## src/rtl/seqr_pkg.sv

```systemverilog
package seqr_pkg;

    localparam int SEG_W = 7;

    typedef enum logic [1:0] {
        ST_IDLE,
        ST_RUN,
        ST_HOLD
    } seq_state_e;

    typedef enum logic [1:0] {
        SEL_NONE,
        SEL_ONE,
        SEL_TWO
    } pat_sel_e;

    localparam logic [SEG_W-1:0] SEG_BLANK = 7'b1111111;
    localparam logic [SEG_W-1:0] SEG_DIG1  = 7'b1111001;
    localparam logic [SEG_W-1:0] SEG_DIG2  = 7'b0100100;

endpackage

```

## src/rtl/key_sync_edge.sv

```systemverilog
module key_sync_edge #(
    parameter int N_KEYS      = 2,
    parameter int SYNC_STAGES = 2
) (
    input  logic              clk,
    input  logic              rst,
    input  logic [N_KEYS-1:0] keys_n,
    output logic [N_KEYS-1:0] press
);

    for (genvar k = 0; k < N_KEYS; k++) begin : g_key
        logic [SYNC_STAGES-1:0] chain_q;
        logic                   last_q;

        always_ff @(posedge clk) begin
            if (rst) begin
                chain_q <= '1;
                last_q  <= 1'b1;
            end else begin
                chain_q <= {chain_q[SYNC_STAGES-2:0], keys_n[k]};
                last_q  <= chain_q[SYNC_STAGES-1];
            end
        end

        assign press[k] = last_q & ~chain_q[SYNC_STAGES-1];


        press_pulse_chk: assert property (@(posedge clk) disable iff (rst)
            press[k] |=> !press[k]);
    end

endmodule

```

## src/rtl/tick_gen.sv

```systemverilog
module tick_gen #(
    parameter int TICK_WRAP = 49_999_999
) (
    input  logic clk,
    input  logic rst,
    input  logic clr,
    output logic tick
);

    localparam int CW = (TICK_WRAP < 1) ? 1 : $clog2(TICK_WRAP + 1);
    localparam logic [CW-1:0] WRAP_V = CW'(TICK_WRAP);

    logic [CW-1:0] cnt_q;

    always_ff @(posedge clk) begin
        if (rst || clr) begin
            cnt_q <= '0;
        end else if (cnt_q == WRAP_V) begin
            cnt_q <= '0;
        end else begin
            cnt_q <= cnt_q + CW'(1);
        end
    end

    assign tick = (cnt_q == WRAP_V);


    cnt_range_chk: assert property (@(posedge clk) disable iff (rst)
        cnt_q <= WRAP_V);


    tick_pulse_chk: assert property (@(posedge clk) disable iff (rst)
        tick |=> !tick);


    clr_restart_chk: assert property (@(posedge clk) disable iff (rst)
        clr |=> !tick);

endmodule

```

## src/rtl/step_fsm.sv

```systemverilog
module step_fsm
    import seqr_pkg::*;
#(
    parameter int              LED_W    = 8,
    parameter logic [LED_W-1:0] MASK_TWO = 8'b1011_0110
) (
    input  logic             clk,
    input  logic             rst,
    input  logic             start_one,
    input  logic             start_two,
    input  logic             tick,
    output logic [LED_W-1:0] leds,
    output pat_sel_e         sel,
    output seq_state_e       state
);

    localparam logic [LED_W-1:0] MASK_ONE = '1;

    seq_state_e       state_q, state_d;
    logic [LED_W-1:0] leds_q, mask_q;
    pat_sel_e         sel_q;

    logic             start_any;
    logic [LED_W-1:0] remaining, next_bit;
    logic             last_step;

    assign start_any = start_one | start_two;
    assign remaining = mask_q & ~leds_q;
    assign next_bit  = remaining & (~remaining + LED_W'(1));
    assign last_step = ((leds_q | next_bit) == mask_q);

    // next-state logic
    always_comb begin
        state_d = state_q;
        unique case (state_q)
            ST_IDLE: if (start_any) state_d = ST_RUN;
            ST_RUN: begin
                if (start_any)              state_d = ST_RUN;
                else if (tick && last_step) state_d = ST_HOLD;
            end
            ST_HOLD: if (start_any) state_d = ST_RUN;
            default: state_d = ST_IDLE;
        endcase
    end

    // state register
    always_ff @(posedge clk) begin
        if (rst) state_q <= ST_IDLE;
        else     state_q <= state_d;
    end

    // output registers
    always_ff @(posedge clk) begin
        if (rst) begin
            leds_q <= '0;
            mask_q <= '0;
            sel_q  <= SEL_NONE;
        end else if (start_any) begin
            leds_q <= '0;
            mask_q <= start_one ? MASK_ONE : MASK_TWO;
            sel_q  <= start_one ? SEL_ONE : SEL_TWO;
        end else if (state_q == ST_RUN && tick) begin
            leds_q <= leds_q | next_bit;
        end
    end

    assign leds  = leds_q;
    assign sel   = sel_q;
    assign state = state_q;


    leds_in_mask_chk: assert property (@(posedge clk) disable iff (rst)
        (leds_q & ~mask_q) == '0);


    one_step_chk: assert property (@(posedge clk) disable iff (rst)
        !start_any |=> ($countones(leds_q ^ $past(leds_q)) <= 1));


    grow_only_chk: assert property (@(posedge clk) disable iff (rst)
        !start_any |=> (($past(leds_q) & ~leds_q) == '0));


    hold_stable_chk: assert property (@(posedge clk) disable iff (rst)
        (state_q == ST_HOLD && !start_any) |=> $stable(leds_q));


    clear_on_start_chk: assert property (@(posedge clk) disable iff (rst)
        start_any |=> (leds_q == '0 && state_q == ST_RUN));


    priority_chk: assert property (@(posedge clk) disable iff (rst)
        (start_one && start_two) |=> (sel_q == SEL_ONE));

endmodule

```

## src/rtl/seg_encoder.sv

```systemverilog
module seg_encoder
    import seqr_pkg::*;
(
    input  pat_sel_e         sel,
    output logic [SEG_W-1:0] seg_n
);

    always_comb begin
        unique case (sel)
            SEL_ONE: seg_n = SEG_DIG1;
            SEL_TWO: seg_n = SEG_DIG2;
            default: seg_n = SEG_BLANK;
        endcase
    end

endmodule

```

## src/rtl/led_step_sequencer.sv

```systemverilog
module led_step_sequencer
    import seqr_pkg::*;
#(
    parameter int               TICK_WRAP   = 49_999_999,
    parameter int               LED_W       = 8,
    parameter int               SYNC_STAGES = 2,
    parameter logic [LED_W-1:0] MASK_TWO    = 8'b1011_0110
) (
    input  logic             clk,
    input  logic             rst,
    input  logic             key_one_n,
    input  logic             key_two_n,
    output logic [LED_W-1:0] leds,
    output logic [SEG_W-1:0] seg_n
);

    logic [1:0] press;
    logic       start_one, start_two, tick;
    pat_sel_e   sel;
    seq_state_e state;

    key_sync_edge #(
        .N_KEYS     (2),
        .SYNC_STAGES(SYNC_STAGES)
    ) u_keys (
        .clk   (clk),
        .rst   (rst),
        .keys_n({key_two_n, key_one_n}),
        .press (press)
    );

    assign start_one = press[0];
    assign start_two = press[1];

    tick_gen #(
        .TICK_WRAP(TICK_WRAP)
    ) u_tick (
        .clk (clk),
        .rst (rst),
        .clr (start_one | start_two),
        .tick(tick)
    );

    step_fsm #(
        .LED_W   (LED_W),
        .MASK_TWO(MASK_TWO)
    ) u_fsm (
        .clk      (clk),
        .rst      (rst),
        .start_one(start_one),
        .start_two(start_two),
        .tick     (tick),
        .leds     (leds),
        .sel      (sel),
        .state    (state)
    );

    seg_encoder u_seg (
        .sel  (sel),
        .seg_n(seg_n)
    );


    idle_blank_chk: assert property (@(posedge clk) disable iff (rst)
        (state == ST_IDLE) |-> (seg_n == SEG_BLANK && leds == '0));


    lit_shows_digit_chk: assert property (@(posedge clk) disable iff (rst)
        (state != ST_IDLE) |-> (seg_n != SEG_BLANK));

endmodule

```

## config.mk

```make
export PLATFORM = sky130hd
export DESIGN_NAME = led_step_sequencer
export DESIGN_NICKNAME = d
export VERILOG_FILES = /design/src/rtl/seqr_pkg.sv /design/src/rtl/key_sync_edge.sv /design/src/rtl/tick_gen.sv /design/src/rtl/step_fsm.sv /design/src/rtl/seg_encoder.sv /design/src/rtl/led_step_sequencer.sv
export SDC_FILE = /design/constraint.sdc
export NUM_CORES = 1
export LEC_CHECK = 0
export BUFFER_PORTS_ARGS = -buffer_cell sky130_fd_sc_hd__buf_4
export CAP_MARGIN = 10
export CORE_AREA = 2 2 80 82
export CTS_CLUSTER_DIAMETER = 80
export DETAILED_ROUTE_END_ITERATION = 12
export DIE_AREA = 0 0 82 84
export RECOVER_POWER = 100
export SLEW_MARGIN = 10
export SYNTH_ARGS = -nofsm -noshare
export SYNTH_HDL_FRONTEND = slang
export SYNTH_SLANG_ARGS = --single-unit
```

## constraint.sdc

```tcl
create_clock -name clk -period 3.3 [get_ports clk]
set_input_delay 0.495 -clock clk [delete_from_list [all_inputs] [get_ports clk]]
set_output_delay 0.495 -clock clk [all_outputs]
set_load 0.01 [all_outputs]
```

; Yosys cells after proc, flatten, opt, wreduce, memory -nomap -nowiden
; Index checks and enable logic that the tools add are counted.
[word_totals]
elab_cells = 44
out_inout_bits = 15
in_bits = 4
register_bits = 52
[classes]
eq_ne = 8
n_reduce_logical = 8
bitwise = 10
add_sub_neg = 2
muxes = 7
[op_table]
columns = operator, n
row1 = "adder 26 x 1 -> 26 bit, second input constant", 1
row2 = "== test 26 bit, second input constant", 1
row3 = bitwise AND 8 bit, 2
row4 = NOT 8 bit, 2
row5 = one-hot mux 7 bit (2 select lines), 1
row6 = "adder 8 x 1 -> 8 bit, second input constant", 1
row7 = == test 8 bit, 1
row8 = two-way mux 2 bit, 4
row9 = bitwise OR 8 bit, 1
row10 = two-way mux 7 bit, 1
row11 = OR reduction 2 bit, 3
row12 = "== test 2 x 1 -> 1 bit, second input constant", 2
row13 = "== test 2 bit, second input constant", 2
row14 = one-hot mux 2 bit (2 select lines), 1
row15 = "!= test 3 x 2 -> 1 bit, second input constant", 1
row16 = bitwise AND 1 bit, 2
row17 = logical AND 1 bit, 2
row18 = logical NOT 2 bit, 1
row19 = "!= test 2 x 1 -> 1 bit, second input constant", 1
row20 = NOT 1 bit, 2
row21 = AND reduction 2 bit, 1
row22 = logical OR 1 bit, 1
row23 = bitwise OR 1 bit, 1

; Longest topological paths before layout
[depth]
word_depth = 11
depth_mapped = 7
depth_no_buf = 6

; Hierarchy
; From an unflattened synthesis, not the netlist that was laid out.
[unflattened]
hier_cells = 253
area_unflattened_um2 = 2214.6
[modules_own_cells]
columns = module, area_each_um2, n_inst, seq_area_each_um2, cells_per_inst
row1 = tick_gen, 1268.7, 1, 520.5, 142
row2 = step_fsm, 695.7, 1, 260.2, 85
row3 = key_sync_edge, 170.2, 1, 120.1, 14
row4 = seg_encoder, 73.8, 1, 0.0, 11
row5 = led_step_sequencer, 6.3, 1, 0.0, 1

; Worst setup path before layout
; No wires, ideal clock.
[synth_path]
kind = register to register
from = register u_tick.cnt_q[0]
to = register u_fsm.state_q[1] (netlist: u_fsm.state[1])
required_time_ps = 3240
slack_ps = 1420
synth_period_minus_slack_ps = 1880
stages_incl_launch_ff = 7
arrival_time_ps = 1821
setup_time_ps = 60
path_cell_list = dfxtp_1 > ha_1 > nand2_1 > or3_4 > or3_1 > nor4_2 > a41o_1
[synth_via]
elab_chain_cells = 4
[synth_rtl]
columns = item, line_no
row1 = "start, declared", tick_gen.sv:13  ; logic [CW-1:0] cnt_q;
row2 = "start signal, assigned", tick_gen.sv:21  ; cnt_q <= cnt_q + CW'(1);
row3 = == test 26 bit, tick_gen.sv:25  ; assign tick = (cnt_q == WRAP_V);
row4 = logical AND 1 bit, step_fsm.sv:39  ; else if (tick && last_step) state_d = ST_HOLD;
row5 = != test 3 x 2 -> 1 bit (no line), -
row6 = AND reduction 2 bit (no line), -
row7 = "end signal, assigned", step_fsm.sv:49  ; else state_q <= state_d;
row8 = "end, declared", step_fsm.sv:19  ; seq_state_e state_q, state_d;
; No other way between the ends.
; A chain may end at the register's enable or synchronous reset.

; Final worst setup path
[layout_path]
from = register u_tick.cnt_q[0]
to = register u_fsm.leds_q[2] (netlist: u_fsm.leds[2])
[layout_via]
elab_chain_cells = 2
[layout_rtl]
columns = item, line_no
row1 = == test 26 bit, tick_gen.sv:25
row2 = logical AND 1 bit, step_fsm.sv:62  ; end else if (state_q == ST_RUN && tick) begin
row3 = "end signal, assigned", step_fsm.sv:63  ; leds_q <= leds_q | next_bit;
row4 = "end, declared", step_fsm.sv:20  ; logic [LED_W-1:0] leds_q, mask_q;
; No other way between the ends.

==> flow_summary.yaml <==
finish:
  regArea_um2: 901
  fin_cells: 334
  n_antenna_cell: 0
  fillCellCount: 640
  final_cell_mix: "48 x nor2_1, 45 x dfxtp_1, 19 x xnor2_1"
  multi_input_area_mm2: 0.00108
  final_common_cell: "nor2_1"
  synthToLayoutAreaGrowth_pct: 9.95
  drive_gt1_frac: 0.109
  final_core_util: 0.381
  fin_nets: 263
  fin_area_mm2: 0.00232
cts:
  holdBufCountCts: 0
  cts_buffers: 5
  cts.sinks: 45
  cts_tree: "done"
  clock-root-buffer: "clkbuf_8"
  ctsHtreeMaxLevel: 2
  clkTransAtPathRegs_ps: 90
  clk_latency_ps: 300
  cts_buffer_depth: 2
  post_cts_buffers: 0
  cts_resized: 0
synth:
  syn-num-nets: 250
  netlist_area_mm2: 0.00211
  ys.flop_type: "dfxtp_1"
  synth-edff-count: 0
  synth.yosys.warnings: 0
  yosysUniqueCellTypes: 45
  ys_ff_latch: 45
  synth_cells: 243
  synth_seq_area_share: 0.426
  syn-mean-instance-area_um2: 8.70
  ys_async_sr_fraction: 0
setup_path:
  slowest_stage: "nor4_1"
  reg2reg_depth: 6
  cp-start-kind: "flop"
  max_stage_delay_ps: 1090
  required_ps: 3540
  crit_chain: "ha_1 -> nand2_1 -> or3_1 -> nor4_1 -> a41oi_1 -> nor2_1"
  crit_type: "reg -> reg"
  crit_fanout: 8
  arrival_ps: 2800
  end_kind: "flop"
hold_path:
  holdCritPathClass: "in -> reg"
  hold_depth: 2
power_and_ir_drop:
  leakagePower_nw: 0.746
  ir_worst_vdd_mv: 0.243
  power.density_mw_per_mm2: 479
  power_mw: 1.11
place:
  placed_area_mm2: 0.00227
  portBuffers: 17
  post-place-cells: 326
  gp_congestion: 0.733
  place_ws_ps: 1110
  hpwl_um: 2620
drt:
  first_pass_iters: 4
  drtIter0Drc: 22
  drc: 0
  wl_per_cell_um: 11.4
  via_count: 1628
  drtAntennaViolNets: 0
  post_drt_via_cell_ratio: 4.87
  postRouteWirelength_um: 3820
sta:
  setup_ws_ps: 744
  slew_headroom: 0.124
  worst_pin_slew_ps: 1300
  holdWs_ps: 368
  drv_slew: 0
  fin_crit_sh: 0.775
  post-route-min-period_ps: 2560
  fin_tns_setup_ps: 0
  rsz0062_at_grt: "no"
  finalClockSkew_ps: 11.1
  max_freq_mhz: 391
  final-hold-violation-count: 0
  setup_viol: 0
floorplan:
  die_w_um: 82
  die_area_mm2: 0.00689
  start_util: 0.347
  rows: 29
  die_h_um: 84
  core_area_mm2: 0.00610
  io_pins: 19
global_routing:
  grt_pass1_vias: 1465
  grt_use_met2: 0.187
  grtUsageMet3: 0.0303
  grt_max_degree: 19
  top_usage_layer: "met2"
  antenna_found_initial: 0
  track_usage: 0.119
  grt_remaining_overflow: 0
  grt_pass1_wl_um: 6500
  met1_usage: 0.154
run_status:
  status: "completed"
job:
  drv_cap: 0
-- flip-flops by register name (all words and copies together), names as in the netlist --
register / count
u_tick.cnt_q: 26
u_fsm.leds: 8
u_fsm.mask_q: 2
u_fsm.state: 2
u_keys.g_key.chain_q: 4
u_fsm.sel: 1
u_keys.g_key.last_q: 2
-- metal layers --
layer / share of wire / wire [µm]
met1: 0.50 / 1900
met2: 0.45 / 1700
met3: 0.039 / 147
met4: 0.017 / 65
met5: 0 / 0
-- final timing paths --
kind | start | to | slack (ps)
worst max-delay path | u_tick.cnt_q[0] | u_fsm.leds[2] | 740
worst min-delay path | key_two_n | u_keys.g_key[1].chain_q[0] | 370
worst max register to register | u_tick.cnt_q[0] | u_fsm.leds[2] | 740
worst min register to register | u_keys.g_key[1].chain_q[0] | u_keys.g_key[1].chain_q[1] | 420
-- Yosys cell counts (3+ instances only) --
cell | n | area (µm²)
xor2_1 | 4 | 35.0
dfxtp_1 | 45 | 901
xnor2_1 | 19 | 166
or2_2 | 7 | 43.8
nand2_1 | 16 | 60.1
nor2b_1 | 4 | 25.0
o21ai_0 | 6 | 30.0
a21oi_1 | 7 | 35.0
or3_1 | 4 | 25.0
buf_4 | 4 | 30.0
nand4_1 | 4 | 25.0
ha_1 | 3 | 37.5
a41oi_1 | 4 | 35.0
clkbuf_1 | 5 | 18.8
nor2_1 | 48 | 180
inv_1 | 8 | 30.0
nor3_1 | 12 | 60.1
nor4_1 | 4 | 25.0
nand3_1 | 6 | 30.0
-- power by group --
group / total, mW / internal (mW) / switching (mW) / leakage [nW]
sequential: 0.561 / 0.551 / 0.00939 / 0.365
combinational: 0.0491 / 0.0188 / 0.0303 / 0.313
clock: 0.503 / 0.305 / 0.198 / 0.0687
total: 1.11 / 0.875 / 0.238 / 0.746
-- critical path, delay by kind of cell (launching register included) --
| family | cells | cell delay [ps] |
|---|---|---|
| and+or+nand+nor | 4 | 1710 |
| adders and majority gates | 1 | 210 |
| DFF | 1 | 360 |
| AOI/OAI and AO/OA | 1 | 230 |
-- cell families after synthesis --
family	count (synthesis)	synth area share
xor gates and xnor gates	23	0.0953
adders and majority gates	3	0.0178
DFF	45	0.426
buffers and inverters	20	0.0503
other	1	0.00177
and+or+nand+nor	122	0.310
AOI/OAI and AO/OA	29	0.0983
-- final cells by class --
cell class | instances | area share
multi-input combinational | 178 | 0.465
sequential | 45 | 0.388
tap | 77 | 0.0415
timing repair buffer | 18 | 0.0339
clock buffer | 5 | 0.0296
clock inverter | 3 | 0.0296
inverter | 8 | 0.0129
(Power assumes the default switching activity.)
